==> config.mk <==
export PLATFORM = sky130hd
export DESIGN_NAME = shrot_unit
export DESIGN_NICKNAME = d
export VERILOG_FILES = /design/src/rtl/shrot_pkg.sv /design/src/rtl/shrot_step.sv /design/src/rtl/shrot_flags.sv /design/src/rtl/shrot_seq.sv /design/src/rtl/shrot_unit.sv
export SDC_FILE = /design/constraint.sdc
export NUM_CORES = 1
export LEC_CHECK = 0
export ABC_AREA = 1
export ABC_CLOCK_PERIOD_IN_PS = 1400
export BUFFER_PORTS_ARGS = -buffer_cell sky130_fd_sc_hd__buf_2
export CORE_UTILIZATION = 45
export CTS_BUF_LIST = sky130_fd_sc_hd__clkbuf_8
export CTS_CLUSTER_SIZE = 12
export DETAILED_ROUTE_END_ITERATION = 12
export GPL_TIMING_DRIVEN = 1
export PLACE_DENSITY = 0.78
export SLEW_MARGIN = 5
export SYNTH_ARGS = -nofsm -noshare
export SYNTH_HDL_FRONTEND = slang
export SYNTH_SLANG_ARGS = --single-unit
==> constraint.sdc <==
create_clock -name clk -period 1.4 [get_ports clk]
set_input_delay 0.28 -clock clk [delete_from_list [all_inputs] [get_ports clk]]
set_output_delay 0.28 -clock clk [all_outputs]
set_load 0.05 [all_outputs]
==> src/rtl/shrot_pkg.sv <==
package shrot_pkg;

   typedef enum logic [2:0] {
      OP_ROTL  = 3'd0,
      OP_ROTR  = 3'd1,
      OP_RCYL  = 3'd2,
      OP_RCYR  = 3'd3,
      OP_SHL   = 3'd4,
      OP_SHR   = 3'd5,
      OP_SAL   = 3'd6,
      OP_SAR   = 3'd7
   } shrot_op_e;

   localparam int LANES = 2;

   // Shift forms occupy the upper half of the code space.
   function automatic logic is_shift(input shrot_op_e op);
      return op[2];
   endfunction

endpackage

==> src/rtl/shrot_step.sv <==
module shrot_step #(
   parameter int W = 8
) (
   input  shrot_pkg::shrot_op_e op,
   input  logic [W-1:0]          val,
   input  logic                  cf,
   output logic [W-1:0]          nval,
   output logic                  ncf,
   output logic                  nof
);
   import shrot_pkg::*;

   if (W < 2) begin : g_bad_w
      $error("shrot_step: W must be at least 2");
   end

   always_comb begin
      nval = val;
      ncf  = cf;
      nof  = 1'b0;
      unique case (op)
         OP_ROTL: begin
            nval = {val[W-2:0], val[W-1]};
            ncf  = val[W-1];
            nof  = nval[W-1] ^ ncf;
         end
         OP_ROTR: begin
            nval = {val[0], val[W-1:1]};
            ncf  = val[0];
            nof  = nval[W-1] ^ nval[W-2];
         end
         OP_RCYL: begin
            nval = {val[W-2:0], cf};
            ncf  = val[W-1];
            nof  = nval[W-1] ^ ncf;
         end
         OP_RCYR: begin
            nval = {cf, val[W-1:1]};
            ncf  = val[0];
            nof  = nval[W-1] ^ nval[W-2];
         end
         OP_SHL, OP_SAL: begin
            nval = {val[W-2:0], 1'b0};
            ncf  = val[W-1];
            nof  = nval[W-1] ^ ncf;
         end
         OP_SHR: begin
            nval = {1'b0, val[W-1:1]};
            ncf  = val[0];
            nof  = val[W-1];
         end
         OP_SAR: begin
            nval = {val[W-1], val[W-1:1]};
            ncf  = val[0];
            nof  = 1'b0;
         end
         default: begin
            nval = val;
         end
      endcase
   end

endmodule

==> src/rtl/shrot_flags.sv <==
module shrot_flags #(
   parameter int DATA_W   = 16,
   parameter int NARROW_W = 8
) (
   input  logic [DATA_W-1:0] val,
   input  logic              wide,
   output logic              zf,
   output logic              sf,
   output logic              pf
);
   localparam int PAR_W = 8;

   if (NARROW_W < PAR_W) begin : g_bad_narrow
      $error("shrot_flags: NARROW_W must cover the parity byte");
   end

   always_comb begin
      if (wide) begin
         zf = (val == '0);
         sf = val[DATA_W-1];
      end else begin
         zf = (val[NARROW_W-1:0] == '0);
         sf = val[NARROW_W-1];
      end
      pf = ~(^val[PAR_W-1:0]);
   end

endmodule

==> src/rtl/shrot_seq.sv <==
module shrot_seq #(
   parameter int CNT_W = 8
) (
   input  logic             clk,
   input  logic             rst_n,
   input  logic             start,
   input  logic [CNT_W-1:0] count,
   output logic             busy,
   output logic             done,
   output logic             load,
   output logic             step_en,
   output logic             finish,
   output logic             nz
);
   logic [CNT_W-1:0] rem_q;
   logic             busy_q;
   logic             done_q;
   logic             nz_q;

   assign load    = start & ~busy_q;
   assign step_en = busy_q & (rem_q != '0);
   assign finish  = busy_q & (rem_q == '0);
   assign busy    = busy_q;
   assign done    = done_q;
   assign nz      = nz_q;

   always_ff @(posedge clk or negedge rst_n) begin
      if (!rst_n) begin
         rem_q  <= '0;
         busy_q <= 1'b0;
         done_q <= 1'b0;
         nz_q   <= 1'b0;
      end else begin
         done_q <= 1'b0;
         if (load) begin
            rem_q  <= count;
            busy_q <= 1'b1;
            nz_q   <= (count != '0);
         end else if (step_en) begin
            rem_q  <= rem_q - 1'b1;
         end else if (finish) begin
            busy_q <= 1'b0;
            done_q <= 1'b1;
         end
      end
   end

endmodule

==> src/rtl/shrot_unit.sv <==
module shrot_unit #(
   parameter int DATA_W   = 16,
   parameter int NARROW_W = 8,
   parameter int CNT_W    = 8
) (
   input  logic                clk,
   input  logic                rst_n,
   input  logic                start,
   input  logic [2:0]          op_sel,
   input  logic                word_mode,
   input  logic [DATA_W-1:0]   operand,
   input  logic                cnt_from_reg,
   input  logic [CNT_W-1:0]    cnt_imm,
   input  logic [CNT_W-1:0]    cnt_reg,
   input  logic                cf_in,
   input  logic                of_in,
   input  logic                zf_in,
   input  logic                sf_in,
   input  logic                pf_in,
   output logic                busy,
   output logic                done,
   output logic [DATA_W-1:0]   result,
   output logic                cf_out,
   output logic                of_out,
   output logic                zf_out,
   output logic                sf_out,
   output logic                pf_out
);
   import shrot_pkg::*;

   if (DATA_W != 2 * NARROW_W) begin : g_bad_width
      $error("shrot_unit: DATA_W must be twice NARROW_W");
   end
   if (CNT_W < 1) begin : g_bad_cnt
      $error("shrot_unit: CNT_W must be positive");
   end

   logic [CNT_W-1:0]  cnt_pick;
   logic              load, step_en, finish, nz;
   logic [DATA_W-1:0] acc_q;
   logic              cf_q, of_q, zf_q, sf_q, pf_q;
   shrot_op_e         op_q;
   logic              wide_q;

   logic [DATA_W-1:0] lane_val [LANES];
   logic              lane_cf  [LANES];
   logic              lane_of  [LANES];
   logic              fin_zf, fin_sf, fin_pf;

   assign cnt_pick = cnt_from_reg ? cnt_reg : cnt_imm;

   shrot_seq #(.CNT_W(CNT_W)) u_seq (
      .clk     (clk),
      .rst_n   (rst_n),
      .start   (start),
      .count   (cnt_pick),
      .busy    (busy),
      .done    (done),
      .load    (load),
      .step_en (step_en),
      .finish  (finish),
      .nz      (nz)
   );

   // Lane 0 serves byte mode, lane 1 serves word mode.
   for (genvar g = 0; g < LANES; g++) begin : g_lane
      localparam int LW = (g == 0) ? NARROW_W : DATA_W;
      logic [LW-1:0] nv;
      shrot_step #(.W(LW)) u_step (
         .op   (op_q),
         .val  (acc_q[LW-1:0]),
         .cf   (cf_q),
         .nval (nv),
         .ncf  (lane_cf[g]),
         .nof  (lane_of[g])
      );
      assign lane_val[g] = DATA_W'(nv);
   end

   shrot_flags #(.DATA_W(DATA_W), .NARROW_W(NARROW_W)) u_flags (
      .val  (acc_q),
      .wide (wide_q),
      .zf   (fin_zf),
      .sf   (fin_sf),
      .pf   (fin_pf)
   );

   always_ff @(posedge clk or negedge rst_n) begin
      if (!rst_n) begin
         acc_q  <= '0;
         cf_q   <= 1'b0;
         of_q   <= 1'b0;
         zf_q   <= 1'b0;
         sf_q   <= 1'b0;
         pf_q   <= 1'b0;
         op_q   <= OP_ROTL;
         wide_q <= 1'b0;
      end else if (load) begin
         acc_q  <= word_mode ? operand : DATA_W'(operand[NARROW_W-1:0]);
         cf_q   <= cf_in;
         of_q   <= of_in;
         zf_q   <= zf_in;
         sf_q   <= sf_in;
         pf_q   <= pf_in;
         op_q   <= shrot_op_e'(op_sel);
         wide_q <= word_mode;
      end else if (step_en) begin
         acc_q  <= lane_val[wide_q];
         cf_q   <= lane_cf[wide_q];
         of_q   <= lane_of[wide_q];
      end else if (finish && nz && is_shift(op_q)) begin
         zf_q   <= fin_zf;
         sf_q   <= fin_sf;
         pf_q   <= fin_pf;
      end
   end

   assign result = acc_q;
   assign cf_out = cf_q;
   assign of_out = of_q;
   assign zf_out = zf_q;
   assign sf_out = sf_q;
   assign pf_out = pf_q;

endmodule

# Word level (Yosys, flattened, before mapping)
# Cells that the tools add are included.
[classes] addsub=1 magnitude_cmp=1 n_eq_ne=10 muxes=42 bitwise_logic=12 n_reduce_logical=19
[ops] cell="$pmux 16 s7" count=1
[ops] cell="$mux 16" count=6
[ops] cell="$pmux 8 s7" count=1
[ops] cell="$mux 1" count=27
[ops] cell="$mux 8" count=3
[ops] cell="$logic_not 16->1" count=1
[ops] cell="$logic_not 8->1" count=2
[ops] cell="$reduce_bool 8->1" count=2
[ops] cell="$eq 3x3->1 const B" count=4
[ops] cell="$ne 5x5->1 const B" count=2
[ops] cell="$pmux 1 s5" count=2
[ops] cell="$reduce_and 2->1" count=4
[ops] cell="$reduce_or 4->1" count=2
[ops] cell="$reduce_xor 8->1" count=1
[ops] cell="$sub 8x1->8 const B" count=1
[ops] cell="$eq 3x2->1 const B" count=2
[ops] cell="$reduce_bool 2->1" count=3
[ops] cell="$xor 1x1->1" count=6
[ops] cell="$pmux 1 s2" count=2
[ops] cell="$and 1x1->1" count=3
[ops] cell="$eq 3x1->1 const B" count=1
[ops] cell="$logic_not 3->1" count=1
[ops] cell="$ge 2x2->1 const B" count=1
[ops] cell="$logic_and 1x1->1" count=2
[ops] cell="other kinds (4)" count=5
[word_totals] regBits=36

# Logic depth before layout (Yosys ltp)
# Gate-level depths: netlist of run 1.
[logic_depth] word_depth=8 ltp_mapped=11 ltp_nobuf=11

# By module
# Synthesis of run 1 repeated with hierarchy kept, for this count alone.
[hier_totals] hier_cells=444 area_unflattened_um2=2976.6
[by_module_without_submodules] module="shrot_unit" instances=1 cells_per_inst=202 area_each_um2=1519.0 seq_area_each_um2=625.6
[by_module_without_submodules] module="shrot_seq" instances=1 cells_per_inst=96 area_each_um2=750.7 seq_area_each_um2=275.3
[by_module_without_submodules] module="shrot_step at g_lane[1].u_step" instances=1 cells_per_inst=69 area_each_um2=326.6 seq_area_each_um2=0.0
[by_module_without_submodules] module="shrot_step at g_lane[0].u_step" instances=1 cells_per_inst=46 area_each_um2=215.2 seq_area_each_um2=0.0
[by_module_without_submodules] module="shrot_flags" instances=1 cells_per_inst=31 area_each_um2=165.2 seq_area_each_um2=0.0

# Least setup slack after synthesis of run 1
# No wires, ideal clock.
[synth_timing] path_kind="flip-flop to flip-flop" start="reg acc_q[0] (netlist: result[0])" end="reg pf_q (netlist: pf_out)" setup_ps=123 arrival_ps=1565 required_ps=1277 setup_slack_ps=-288 stages_incl_launch_ff=7 n_path_buf=0 period_less_slack_ps=1688 path_cell_list="dfrtp_1 -> inv_1 -> ha_1 -> xnor2_1 -> xnor2_1 -> o21ai_0 -> nand2_1"
[synth_between] elab_chain_len=5
[synth_lines] element="start, declared" line_no="shrot_unit.sv:40" source="logic [DATA_W-1:0] acc_q;"
[synth_lines] element="start signal, assigned" line_no="shrot_unit.sv:99" source="acc_q <= word_mode ? operand : DATA_W'(operand[NARROW_W-1:0]);"
[synth_lines] element="start signal, assigned" line_no="shrot_unit.sv:108" source="acc_q <= lane_val[wide_q];"
[synth_lines] element="$reduce_xor 8->1" line_no="shrot_flags.sv:25" source="pf = ~(^val[PAR_W-1:0]);"
[synth_lines] element="$not 1->1" line_no="shrot_flags.sv:25"
[synth_lines] element="$mux 1" line_no="shrot_unit.sv:111" source="end else if (finish && nz && is_shift(op_q)) begin"
[synth_lines] element="$mux 1" line_no="shrot_unit.sv:107" source="end else if (step_en) begin"
[synth_lines] element="$mux 1" line_no="shrot_unit.sv:98" source="end else if (load) begin"
[synth_lines] element="end signal, assigned" line_no="shrot_unit.sv:104" source="pf_q <= pf_in;"
[synth_lines] element="end signal, assigned" line_no="shrot_unit.sv:114" source="pf_q <= fin_pf;"
[synth_lines] element="end, declared" line_no="shrot_unit.sv:41" source="logic cf_q, of_q, zf_q, sf_q, pf_q;"
# No other way between the ends. The select of a mux whose other input is x is not followed.
# A chain may end at the register's enable or synchronous reset.

# Worst setup path in the final report of run 1
[layout_timing] start="reg u_seq.rem_q[3]" end="reg u_seq.rem_q[7]"
[layout_between] elab_chain_len=3 word_cells_on_any_way=6
[layout_lines] element="start, declared" line_no="shrot_seq.sv:15" source="logic [CNT_W-1:0] rem_q;"
[layout_lines] element="start signal, assigned" line_no="shrot_seq.sv:36" source="rem_q <= count;"
[layout_lines] element="start signal, assigned" line_no="shrot_seq.sv:40" source="rem_q <= rem_q - 1'b1;"
[layout_lines] element="$sub 8x1->8 or $reduce_bool 8->1 (tied branches)" line_no="shrot_seq.sv:40, shrot_seq.sv:21"
[layout_lines] element="$mux 8 or $and 1x1->1 (tied branches)" line_no="shrot_seq.sv:39, shrot_seq.sv:21"
[layout_lines] element="$mux 8 or $reduce_bool 2->1 (tied branches)"
# Parallel ways exist; a longest one is shown, timed or not. The select of a mux whose other input is x is not followed.

==> results by group, run 1 <==
Global routing
  – First-pass GRT wire length: 11400 µm
  – Grt ovf: 0
  – Largest net degree at the start of global routing: 37
  – Vias in the first global route: 2527
  – Initial antenna violation count: 0
  – GRT Overall Usage: 0.244

Logic synthesis
  – Ranking of synthesized cells by area: dfrtp_1 37%, nand2_1 13%, o21ai_0 9.3%
  – Synth cell types: 29
  – Sequential-to-total area share from yosys stat: 0.366
  – Yosys warns: 0
  – Seq cells post-synth: 36
  – Synth top area share: 0.366
  – Syn Inst Count: 336
  – Syn nets: 387
  – Cell Area, Synth: 2460 µm²
  – Avg Cell Area, Syn: 7.33 µm²
  – Yosys top cell by area: dfrtp_1

CTS
  – # H-tree levels: 2
  – Clock root cell: clkbuf_8
  – TritonCTS clock tree: done
  – Reg clk slew, reported paths: 0.08 ns
  – Clock latency at the later pin of the worst-skew pair: 0.29 ns
  – TritonCTS Buffers: 5
  – Bufs on Longest Clock Path: 2
  – Clock sink count: 36

Cells and area
  – Final #Nets: 495
  – Final Util: 0.679
  – Area Overhead vs Synth: 43.4%
  – Storage element area: 916 µm²
  – Number of fill cells: 432
  – N_diodes: 0
  – Share of cells above drive strength 1: 0.438
  – Multi-input logic area: 1450 µm²

Drt
  – Initial DRC Count: 153
  – Routed WL per cell: 13.8 µm
  – Post-DRT Antenna Nets: 0
  – DR pass1 iterations: 4
  – Routed WL: 7090 µm
  – Via/cell ratio: 5.13
  – DRC viols: 0
  – Via count: 2642

Placement
  – DP HPWL: 4950 µm
  – GP Congestion: 0.917
  – PortBufs: 67

Run status
  – Violated checks: negative setup slack
  – Outcome: finished, violations left

Setup path
  – CP Max Fanout: 6
  – Critical path startpoint: u_seq.rem_q[3]
  – Crit end category: flop
  – Most frequent cell on the critical path: inv_2
  – Required time worst endpoint: 1.55 ns
  – Reg2reg start: u_seq.rem_q[3]
  – Crit-path cells: inv_2, nand2_2, nor2_4, nand3_4, nand2_8, buf_6, inv_2, nand2_1, o211ai_1
  – Critical path startpoint category: flop
  – Crit path max-delay cell type: dfrtp_1
  – Highest cell delay on the worst timing path: 0.40 ns
  – WP data arrival: 1.56 ns
  – Setup CP Type: flop to flop

Min path
  – Min-Delay Path Class: primary input to flop
  – Min-delay src: op_sel[0]

Floorplanning
  – Initial Util: 0.473
  – Die width: 76.0 µm
  – Die Ht: 76.0 µm
  – Rows: 26
  – Core area: 5200 µm²
  – Die area: 5770 µm²
  – Io pins: 68

Power
  – Leakage: 1.76 nW
  – Pwr Density: 1230 nW/µm²
  – VDD IR max: 0.000521 V

STA
  – FMAX: 0.713 GHz
  – Relative slew slack: 0.794
  – Final Setup Violations: 1
  – Worst Skew: 0.00896 ns
  – RSZ-0062 raised after global routing: true
  – Min Tclk post-route: 1.40 ns
  – Final period utilization: 1.00
  – Setup tns final: -0.00176 ns
  – Max-slew violation count: 0
  – Worst slew pin tran: 0.306 ns
  – Final WS setup: -0.00176 ns
  – Endpoints failing hold: 0

Run
  – Max Cap Violations: 0
## where the power goes
part	leakage, nW	total [mW]	switching [mW]	internal, mW
registers	0.420	1.41	0.173	1.23
clock network	0.0645	1.02	0.389	0.629
logic	1.28	1.93	1.16	0.778
total	1.76	4.36	1.72	2.64
## state kept, by name, indices dropped and copies added (netlist names)
name	count
cf_out	1
of_out	1
op_q	3
pf_out	1
result	16
sf_out	1
u_seq.busy	1
u_seq.done	1
u_seq.nz	1
u_seq.rem_q	8
wide_q	1
zf_out	1
## Yosys cell counts
cell type,n
clkbuf_1,4
o21ai_0,46
a21oi_1,2
o21ai_2,16
ha_1,6
inv_2,6
xnor2_1,3
nor3_1,2
nor2_2,2
o211ai_1,8
a21boi_0,2
buf_6,5
buf_4,1
nand2_2,1
o22ai_1,1
nand2_4,2
o21ai_1,2
nand3_1,30
a31oi_1,1
xor2_1,6
dfrtp_1,36
mux2i_1,2
o211ai_2,1
nand2_1,87
buf_2,6
nand4_1,6
nand3_2,1
nor2_1,15
inv_1,36
## final cells by class
class,instances,area share
Tap cell,70,0.0248
Timing Repair Buffer,117,0.226
Clock buffer,7,0.0273
Multi-Input combinational cell,242,0.409
Clock inverter,1,0.00850
Sequential cell,36,0.259
Inverter,42,0.0453
## kinds of logic after synthesis
| kind of cell | synth area share |
|---|---|
| XOR/XNOR | 0.0320 |
| AND/OR/NAND/NOR | 0.256 |
| buffers and inverters | 0.108 |
| AO/OA/AOI/OAI | 0.199 |
| flip-flops | 0.366 |
| adder cells (fa/ha/maj) | 0.0305 |
| multiplexers | 0.00813 |
## critical path, delay by kind of cell, from the launching register on
family | cells | cell delay [ns]
and+or+nand+nor | 5 | 0.48
DFF | 1 | 0.40
AOI/OAI and AO/OA | 1 | 0.10
buffers and inverters | 3 | 0.28
## layout by cell type, fill, tap and decap left out, drive strengths merged
cell | netlist | final
buf | 12 | 115
nand2 | 90 | 90
o21ai | 64 | 64
inv | 42 | 42
dfrtp | 36 | 36
nand3 | 31 | 31
nor2 | 17 | 17
o211ai | 9 | 9
clkbuf | 4 | 8
xor2 | 6 | 6
nand4 | 6 | 6
ha | 6 | 6
xnor2 | 3 | 3
mux2i | 2 | 2
nor3 | 2 | 2
a21boi | 2 | 2
a21oi | 2 | 2
a31oi | 1 | 1
o22ai | 1 | 1
bufinv | 0 | 1
dlygate4sd3 | 0 | 1
## final timing paths
check                                 end  slack, ns  depth (start not counted)
setup / recovery           u_seq.rem_q[7]     -0.002                          9
hold / removal                    op_q[0]       0.19                          3
setup reg to reg           u_seq.rem_q[7]     -0.002                          9
hold reg to reg                    pf_out       0.48                          2
max in group asynchronous       result[6]       0.71                          3
min in group asynchronous          of_out       0.46                          3
## repair_timing
action	4_1_cts	5_1_grt
pin swaps	1	4
endpoints found under the setup margin	17	26
endpoints found under the hold margin	36	0
cloned	0	1
hold buffers	1	0
gates resized for setup	5	39
setup buffers	2	14
## per-layer routing
metal | vias to the layer above | GRT usage | share of wire
met3 | 11 | 0.0395 | 0.051
met4 | 0 | 0.0731 | 0.017
met5 | - | 0 | 0
li1 | 1320 | - | -
met1 | 1227 | 0.316 | 0.43
met2 | 84 | 0.419 | 0.50
## metrics by stage
stage	instance area (µm²)	hold slack [ns]	std cells	total power, mW	worst slack (ns)
final	3530	0.188	515	4.36	-0.00176
after global routing	3530	0.203	515	4.59	-0.0631
after CTS	3300	0.189	500	4.17	-0.0104
after detailed placement	3120	0.260	489	3.14	-0.0420
after global placement	3120	0.259	489	3.09	-0.00434
after floorplan	2530	-0.0156	336	2.59	0.0141
Power figures use the tool's default switching activity.
==> run 2: changes to the inputs <==
Settings changed: ABC_CLOCK_PERIOD_IN_PS 1400 to 1200, CELL_PAD_IN_SITES_DETAIL_PLACEMENT set to 0, CELL_PAD_IN_SITES_GLOBAL_PLACEMENT set to 1, CORE_UTILIZATION 45 to 35, PLACE_DENSITY 0.78 to 0.87.
Clock period 1.4 ns to 1.2 ns, I/O delays scaled along.
==> run 2 against run 1 <==
- the flow still finishes with violations (negative setup slack)
- setup slack worse by 0.17 ns
- combinational power rose by 54%
- total power rose by 25%
- sequential share of layout area shrank 4.1 points
==> results by group, run 2 (synthesis gave the netlist of run 1 again) <==
Run status
  – Outcome: finished, violations left
  – Violated checks: negative setup slack

Setup path
  – Critical path startpoint category: flop
  – Crit path max-delay cell type: dfrtp_1
  – Highest cell delay on the worst timing path: 0.41 ns (about the same)
  – Setup CP Type: flop to flop
  – Most frequent cell on the critical path: nand2_2
  – Required time worst endpoint: 1.39 ns (-0.16 ns)
  – Crit-path cells: inv_2, nand2_2, nor2_4, nand3_2, nand2_4, nand2_8, buf_12, nand2_2, o21ai_2
  – WP data arrival: 1.56 ns (about the same)
  – Crit end category: flop
  – CP Max Fanout: 13 (+7)

Floorplanning
  – Core area: 6790 µm² (+31%)
  – Die width: 85.9 µm (+13%)
  – Io pins: 68 (unchanged)
  – Rows: 30 (+15%)
  – Initial Util: 0.363 (-0.111)
  – Die area: 7380 µm² (+28%)
  – Die Ht: 85.9 µm (+13%)

Drt
  – Initial DRC Count: 117 (-24%)
  – DR pass1 iterations: 4 (unchanged)
  – Routed WL: 8000 µm (+13%)
  – Post-DRT Antenna Nets: 0 (unchanged)
  – DRC viols: 0 (unchanged)
  – Via count: 2855 (+8.1%)
  – Wl on met1: 3400 µm (+11%)
  – DR top layer: met4
  – Met3 wire len: 217 µm (-40%)
  – Via/cell ratio: 4.85 (-5.5%)
  – Routed WL per cell: 13.6 µm (-1.3%)
  – Wire length on met2: 4280 µm (+21%)

Run
  – Max Cap Violations: 0 (unchanged)

Cells and area
  – Post-layout instance area: 4240 µm² (+20%)
  – Area Overhead vs Synth: 72.1%
  – N_diodes: 0 (unchanged)
  – Final #Nets: 543 (+9.7%)
  – Final Util: 0.624 (-0.0545)
  – Highest-count cells in the layout ignoring fill and taps: 66 x buf_4, 62 x nand2_1, 53 x buf_2
  – Number of fill cells: 564 (+31%)
  – Largest register FFs: 16 (unchanged)
  – Share of cells above drive strength 1: 0.568 (+0.130)
  – Most common cell after layout, fill and taps aside: buf_4

STA
  – Worst Skew: 0.0137 ns (+0.00475 ns)
  – Min Tclk post-route: 1.37 ns (-0.0302 ns)
  – Max-slew violation count: 0 (unchanged)
  – Relative slew slack: 0.815 (+0.0210)
  – Final WS setup: -0.172 ns (-0.170 ns)
  – Endpoints failing hold: 0 (unchanged)
  – Final period utilization: 1.14 (+0.142)
  – Worst slew pin tran: 0.274 ns (-0.0311 ns)
  – Final Setup Violations: 43 (+42)
  – FMAX: 0.729 GHz (+2.2%)
  – RSZ-0062 raised after global routing: true
  – Setup tns final: -4.53 ns (-4.53 ns)

Power
  – Psw: 2.13 mW (+24%)
  – VDD IR max: 0.000747 V (+43%)
  – Leakage: 2.06 nW (+17%)
  – Switching Share: 0.393 (-0.00163)
  – Combinational Power Share: 0.548 (+0.104)
  – Sequential Power Share: 0.299 (-0.024)
  – Pwr Density: 1280 nW/µm² (+3.9%)
  – Internal Power: 3.30 mW (+25%)
  – Power share of the clock group: 0.154 (-0.080)

CTS
  – Clock sink count: 36 (unchanged)
  – Reg clk slew, reported paths: 0.08 ns (about the same)
  – Clock latency at the later pin of the worst-skew pair: 0.29 ns (about the same)
  – TritonCTS clock tree: done
  – Clock root cell: clkbuf_8
  – TritonCTS Buffers: 5 (unchanged)
  – # H-tree levels: 2 (unchanged)
  – Bufs on Longest Clock Path: 2 (unchanged)

Global routing
  – GRT Overall Usage: 0.218 (-0.0255)
  – Initial antenna violation count: 0 (unchanged)
  – Vias in the first global route: 2788 (+10%)
  – Largest net degree at the start of global routing: 37 (unchanged)
  – Grt ovf: 0 (unchanged)
  – First-pass GRT wire length: 12700 µm (+12%)

Placement
  – GP Congestion: 0.821 (-11%)
  – PortBufs: 67 (unchanged)
  – Post-DP Area: 3650 µm² (+17%)
  – DP HPWL: 5490 µm (+11%)

Min path
  – Min-Delay Path Class: primary input to flop
run 2: cell types whose count changed in the layout (fill, tap and decap cells not counted), sizes merged:
cell	previous run	this run
buf	115	162
clkinv	0	2
bufinv	1	0
inv	42	43
nand2	90	91
clkbuf	8	6
run 2: final timing paths:
path	from	endpoint	slack [ns]	cells past startpoint
max	u_seq.rem_q[5]	result[3]	-0.17	9
max in group asynchronous	rst_n	result[9]	0.55	3
min in group asynchronous	rst_n	result[13]	0.44	3
min	op_sel[2]	op_q[2]	0.18	3
min reg2reg	pf_out	pf_out	0.48	2
max reg2reg	u_seq.rem_q[5]	result[3]	-0.17	9
run 2: cell type report:
| cell class | count | area (µm²) | area share |
|---|---|---|---|
| timing repair buffer | 164 | 1400 | 0.330 |
| clock inverter | 3 | 12.5 | 0.00295 |
| sequential | 36 | 926 | 0.218 |
| tap | 96 | 120 | 0.0283 |
| clock buffer | 5 | 68.8 | 0.0162 |
| multi-input combinational | 243 | 1540 | 0.363 |
| inverter | 42 | 173 | 0.0407 |
run 2: what timing repair did:
action,in CTS,in global routing
hold buffers,1,0
endpoints found under the setup margin,44,47
hold endpoints to repair,36,0
resized for setup,90,35
buffers inserted,6,9
pin swaps,6,15
gates cloned,0,2
run 2: per-stage QoR:
stage               hold WS (ns)  power (mW)  setup WS [ns]  instances
floorplan                -0.0556        3.05         -0.186        336
global placement           0.224        4.01         -0.159        566
detailed placement         0.225        4.07         -0.192        566
CTS                        0.169        5.33         -0.177        579
global route               0.211        5.79         -0.258        589
finish                     0.183        5.44         -0.172        589
run 2: worst max-delay path: cells and delay by family, from the launching register on:
kind	cells	cell delay (ns)
DFF	1	0.41
buffers and inverters	2	0.23
and+or+nand+nor	6	0.57
AOI/OAI and AO/OA	1	0.05
run 2: routing by layer:
layer,up-vias,global-route usage
met5,-,0
met3,12,0.0356
li1,1425,-
met4,0,0.0424
met2,54,0.405
met1,1364,0.266
run 2: power groups by stage:
stage | combinational, mW | sequential [mW] | clock (mW)
after floorplan | 1.05 | 2.00 | 0
after global placement | 2.41 | 1.60 | 0
after detailed placement | 2.46 | 1.61 | 0
after CTS | 2.86 | 1.61 | 0.855
after global routing | 3.24 | 1.65 | 0.898
final | 2.98 | 1.62 | 0.835
==> run 3: changes to the inputs <==
Settings changed: ABC_AREA 1 to unset, ABC_CLOCK_PERIOD_IN_PS 1200 to 1250, PLACE_DENSITY 0.87 to unset, PLACE_DENSITY_LB_ADDON set to 0.1.
Clock period 1.2 ns to 1.25 ns, I/O delays scaled along.
==> run 3 against run 2 <==
- the run still ends with negative setup slack left
- largest power group unchanged
- total power rose by 120%
- sequential share of layout area barely moved
- global-route usage rose by 1.7 points
- die area fell by 9.4%
- critical path type unchanged
==> results by group, run 3 <==
Run status
  – Outcome: finished, violations left
  – Violated checks: negative setup slack

Drt
  – Initial DRC Count: 77 (-34%)
  – DR pass1 iterations: 4 (unchanged)
  – Via/cell ratio: 5.16 (+6.5%)
  – Via count: 2520 (-12%)
  – Wire length on met2: 3860 µm (-9.7%)
  – Routed WL: 7720 µm (-3.5%)
  – DR top layer: met4
  – Post-DRT Antenna Nets: 0 (unchanged)
  – Wl on met1: 3390 µm (-0.24%)
  – Met3 wire len: 358 µm (+65%)
  – DRC viols: 0 (unchanged)
  – Routed WL per cell: 15.8 µm (+17%)

Logic synthesis
  – Synth top area share: 0.404 (+0.0388)
  – Syn nets: 303 (-22%)
  – Yosys warns: 0 (unchanged)
  – Seq cells post-synth: 36 (unchanged)
  – Prevailing post-synth register cell: dfrtp_1
  – Post-synth EDFFs: 0 (unchanged)
  – Yosys top cell by area: dfrtp_1
  – Sequential-to-total area share from yosys stat: 0.404 (+0.0388)
  – Cell Area, Synth: 2230 µm² (-9.6%)
  – Avg Cell Area, Syn: 8.84 µm² (+21%)
  – Synth cell types: 44 (+52%)
  – Syn Inst Count: 252 (-25%)
  – Post-synth top cells: 37 x nand2_1, 36 x dfrtp_1, 26 x o21ai_0, 21 x mux2i_1, 18 x nor2_1
  – Cell with the most instances after synthesis: nand2_1
  – Ranking of synthesized cells by area: dfrtp_1 40%, mux2i_1 9.4%, nand2_1 6.2%
  – Async SR Flop Fraction: 1.00 (unchanged)

STA
  – Relative slew slack: 0.771 (-0.0446)
  – Final Setup Violations: 33 (-23%)
  – RSZ-0062 raised after global routing: true
  – FMAX: 0.540 GHz (-26%)
  – Max-slew violation count: 0 (unchanged)
  – Setup tns final: -15.44 ns (-10.91 ns)
  – Final period utilization: 1.48 (+0.339)
  – Final WS setup: -0.603 ns (-0.431 ns)
  – Worst slew pin tran: 0.342 ns (+0.0677 ns)
  – Min Tclk post-route: 1.85 ns (+0.481 ns)
  – Worst Skew: 0.00661 ns (-0.00710 ns)
  – Endpoints failing hold: 0 (unchanged)

Floorplanning
  – Die area: 6690 µm² (-9.4%)
  – Initial Util: 0.370 (+0.00699)
  – Die width: 81.8 µm (-4.8%)
  – Core area: 6030 µm² (-11%)
  – Io pins: 68 (unchanged)
  – Rows: 28 (-6.7%)
  – Die Ht: 81.8 µm (-4.8%)

CTS
  – Clock sink count: 36 (unchanged)
  – Clock latency at the later pin of the worst-skew pair: 0.29 ns (about the same)
  – Reg clk slew, reported paths: 0.08 ns (about the same)
  – Clock root cell: clkbuf_8
  – Bufs on Longest Clock Path: 2 (unchanged)
  – # H-tree levels: 2 (unchanged)
  – TritonCTS Buffers: 5 (unchanged)
  – TritonCTS clock tree: done

Setup path
  – Crit path buf inv count: 0 (-2)
  – Reg2reg start: u_seq.rem_q[1]
  – Setup slack, reg-to-reg: -0.60 ns (-0.43 ns)
  – Highest cell delay on the worst timing path: 0.55 ns (+0.14 ns)
  – Critical path startpoint category: flop
  – Most frequent cell on the critical path: or4_4
  – WP data arrival: 2.03 ns (+0.47 ns)
  – CP Max Fanout: 4 (-9)
  – Reg2Reg Capture Point: u_seq.rem_q[7]
  – CP delay by family, top: simple AND/OR/NAND/NOR gates
  – Critical path startpoint: u_seq.rem_q[1]
  – Crit end category: flop
  – Worst reg-to-reg path cell count: 5 (-4)
  – Crit path max-delay cell type: or4_4
  – Crit-path cells: or4_4, or4_4, nand2_2, nand2_1, a21o_1
  – Setup CP Type: flop to flop
  – Critical Path End: u_seq.rem_q[7]
  – Worst path depth: 5 (-4)
  – Required time worst endpoint: 1.43 ns (+0.04 ns)

Cells and area
  – Share of cells above drive strength 1: 0.615 (+0.0471)
  – Non-Filler Instances: 488 (-17%)
  – Most common cell after layout, fill and taps aside: buf_4
  – Area Overhead vs Synth: 88.4%
  – Final Util: 0.696 (+0.0723)
  – Storage element area: 918 µm² (-0.81%)
  – Largest register FFs: 16 (unchanged)
  – Number of fill cells: 481 (-15%)
  – Highest-count cells in the layout ignoring fill and taps: 63 x buf_4, 49 x buf_2, 27 x nand2_1, 26 x buf_6, 22 x dfrtp_1
  – N_diodes: 0 (unchanged)
  – Final #Nets: 463 (-15%)
  – Multi-input logic area: 1530 µm² (-0.65%)

Placement
  – GP Congestion: 0.878 (+7.0%)
  – PortBufs: 67 (unchanged)
  – Dpl cells: 450 (-20%)
  – DP HPWL: 5020 µm (-8.6%)

Global routing
  – First-pass GRT wire length: 11700 µm (-7.9%)
  – Largest net degree at the start of global routing: 37 (unchanged)
  – GRT Overall Usage: 0.236 (+0.0172)
  – Grt ovf: 0 (unchanged)
  – Vias in the first global route: 2469 (-11%)
  – Initial antenna violation count: 0 (unchanged)

Power
  – Leakage: 2.04 nW (-1.2%)
  – Pwr Density: 2800 nW/µm² (+120%)
  – VDD IR max: 0.00154 V (+110%)

Min path
  – Min-Delay Path Class: primary input to flop

Run
  – Max Cap Violations: 0 (unchanged)
-- run 3: changes by cell type after synthesis, sizes merged, moves of 4 or more --
cell / before / now
nand2: 90 / 37
mux2i: 2 / 21
inv: 42 / 13
nand2b: 0 / 4
clkbuf: 4 / 9
o211ai: 9 / 13
o21ai: 64 / 26
nor4: 0 / 5
buf: 12 / 5
nand3: 31 / 2
a21oi: 2 / 15
-- run 3: per-stage QoR --
stage	area [µm²]	hold slack (ns)	setup slack [ns]	total power, mW
floorplan	2410	-0.0456	-0.602	6.15
global placement	3290	0.234	-0.536	8.33
detailed placement	3290	0.233	-0.552	8.40
CTS	3940	0.134	-0.558	11.0
global route	4200	0.141	-0.673	12.5
finish	4200	0.147	-0.603	11.7
-- run 3: how the worst min path moves through the flow --
stage,start,slack (ns),cells past startpoint,to
final,op_sel[0],0.15,3,op_q[0]
after global routing,op_sel[2],0.14,3,op_q[2]
after CTS,op_sel[0],0.13,3,op_q[0]
after detailed placement,rst_n,0.23,2,sf_out
after global placement,rst_n,0.23,2,pf_out
after floorplan,rst_n,-0.05,0,cf_out
-- run 3: repair_timing --
action,4_1_cts,5_1_grt
endpoints found under the hold margin,36,0
endpoints found under the setup margin,50,47
gates cloned,3,0
hold buffers,1,0
setup buffers,15,19
pin swaps,21,11
resized for setup,107,37
-- run 3: where the power goes --
part | internal [mW] | switching (mW) | leakage [nW]
combinational | 4.29 | 4.22 | 1.54
clock | 0.584 | 0.446 | 0.0593
sequential | 1.72 | 0.480 | 0.438
total | 6.60 | 5.15 | 2.04
-- run 3: per-layer routing --
layer,track usage,vias to the layer above
met5,0,-
met2,0.417,78
met1,0.297,1200
met4,0.0544,0
li1,-,1231
met3,0.0400,11
-- run 3: kinds of logic (layout without fill, tap and decap cells) --
| logic type | after synthesis | after routing | synth area share |
|---|---|---|---|
| AO/OA/AOI/OAI | 70 | 70 | 0.201 |
| XOR/XNOR | 5 | 5 | 0.0197 |
| adder cells (fa/ha/maj) | 6 | 6 | 0.0337 |
| buffers and inverters | 27 | 188 | 0.0506 |
| flip-flops | 36 | 36 | 0.404 |
| multiplexers | 23 | 23 | 0.104 |
| AND/OR/NAND/NOR | 85 | 85 | 0.187 |
-- run 3: worst min-delay path: stages --
cell     delay, ns
buf_2         0.08
nand2_1       0.04
nand2_1       0.04
-- run 3: area by class of cell --
class | instances | share of cell area
Multi-Input combinational cell | 189 | 0.364
Timing Repair Buffer | 165 | 0.349
Sequential cell | 36 | 0.219
Tap cell | 75 | 0.0224
Clock buffer | 5 | 0.0164
Inverter | 13 | 0.0146
Clock inverter | 3 | 0.00924
Timing Repair inverter | 2 | 0.00537
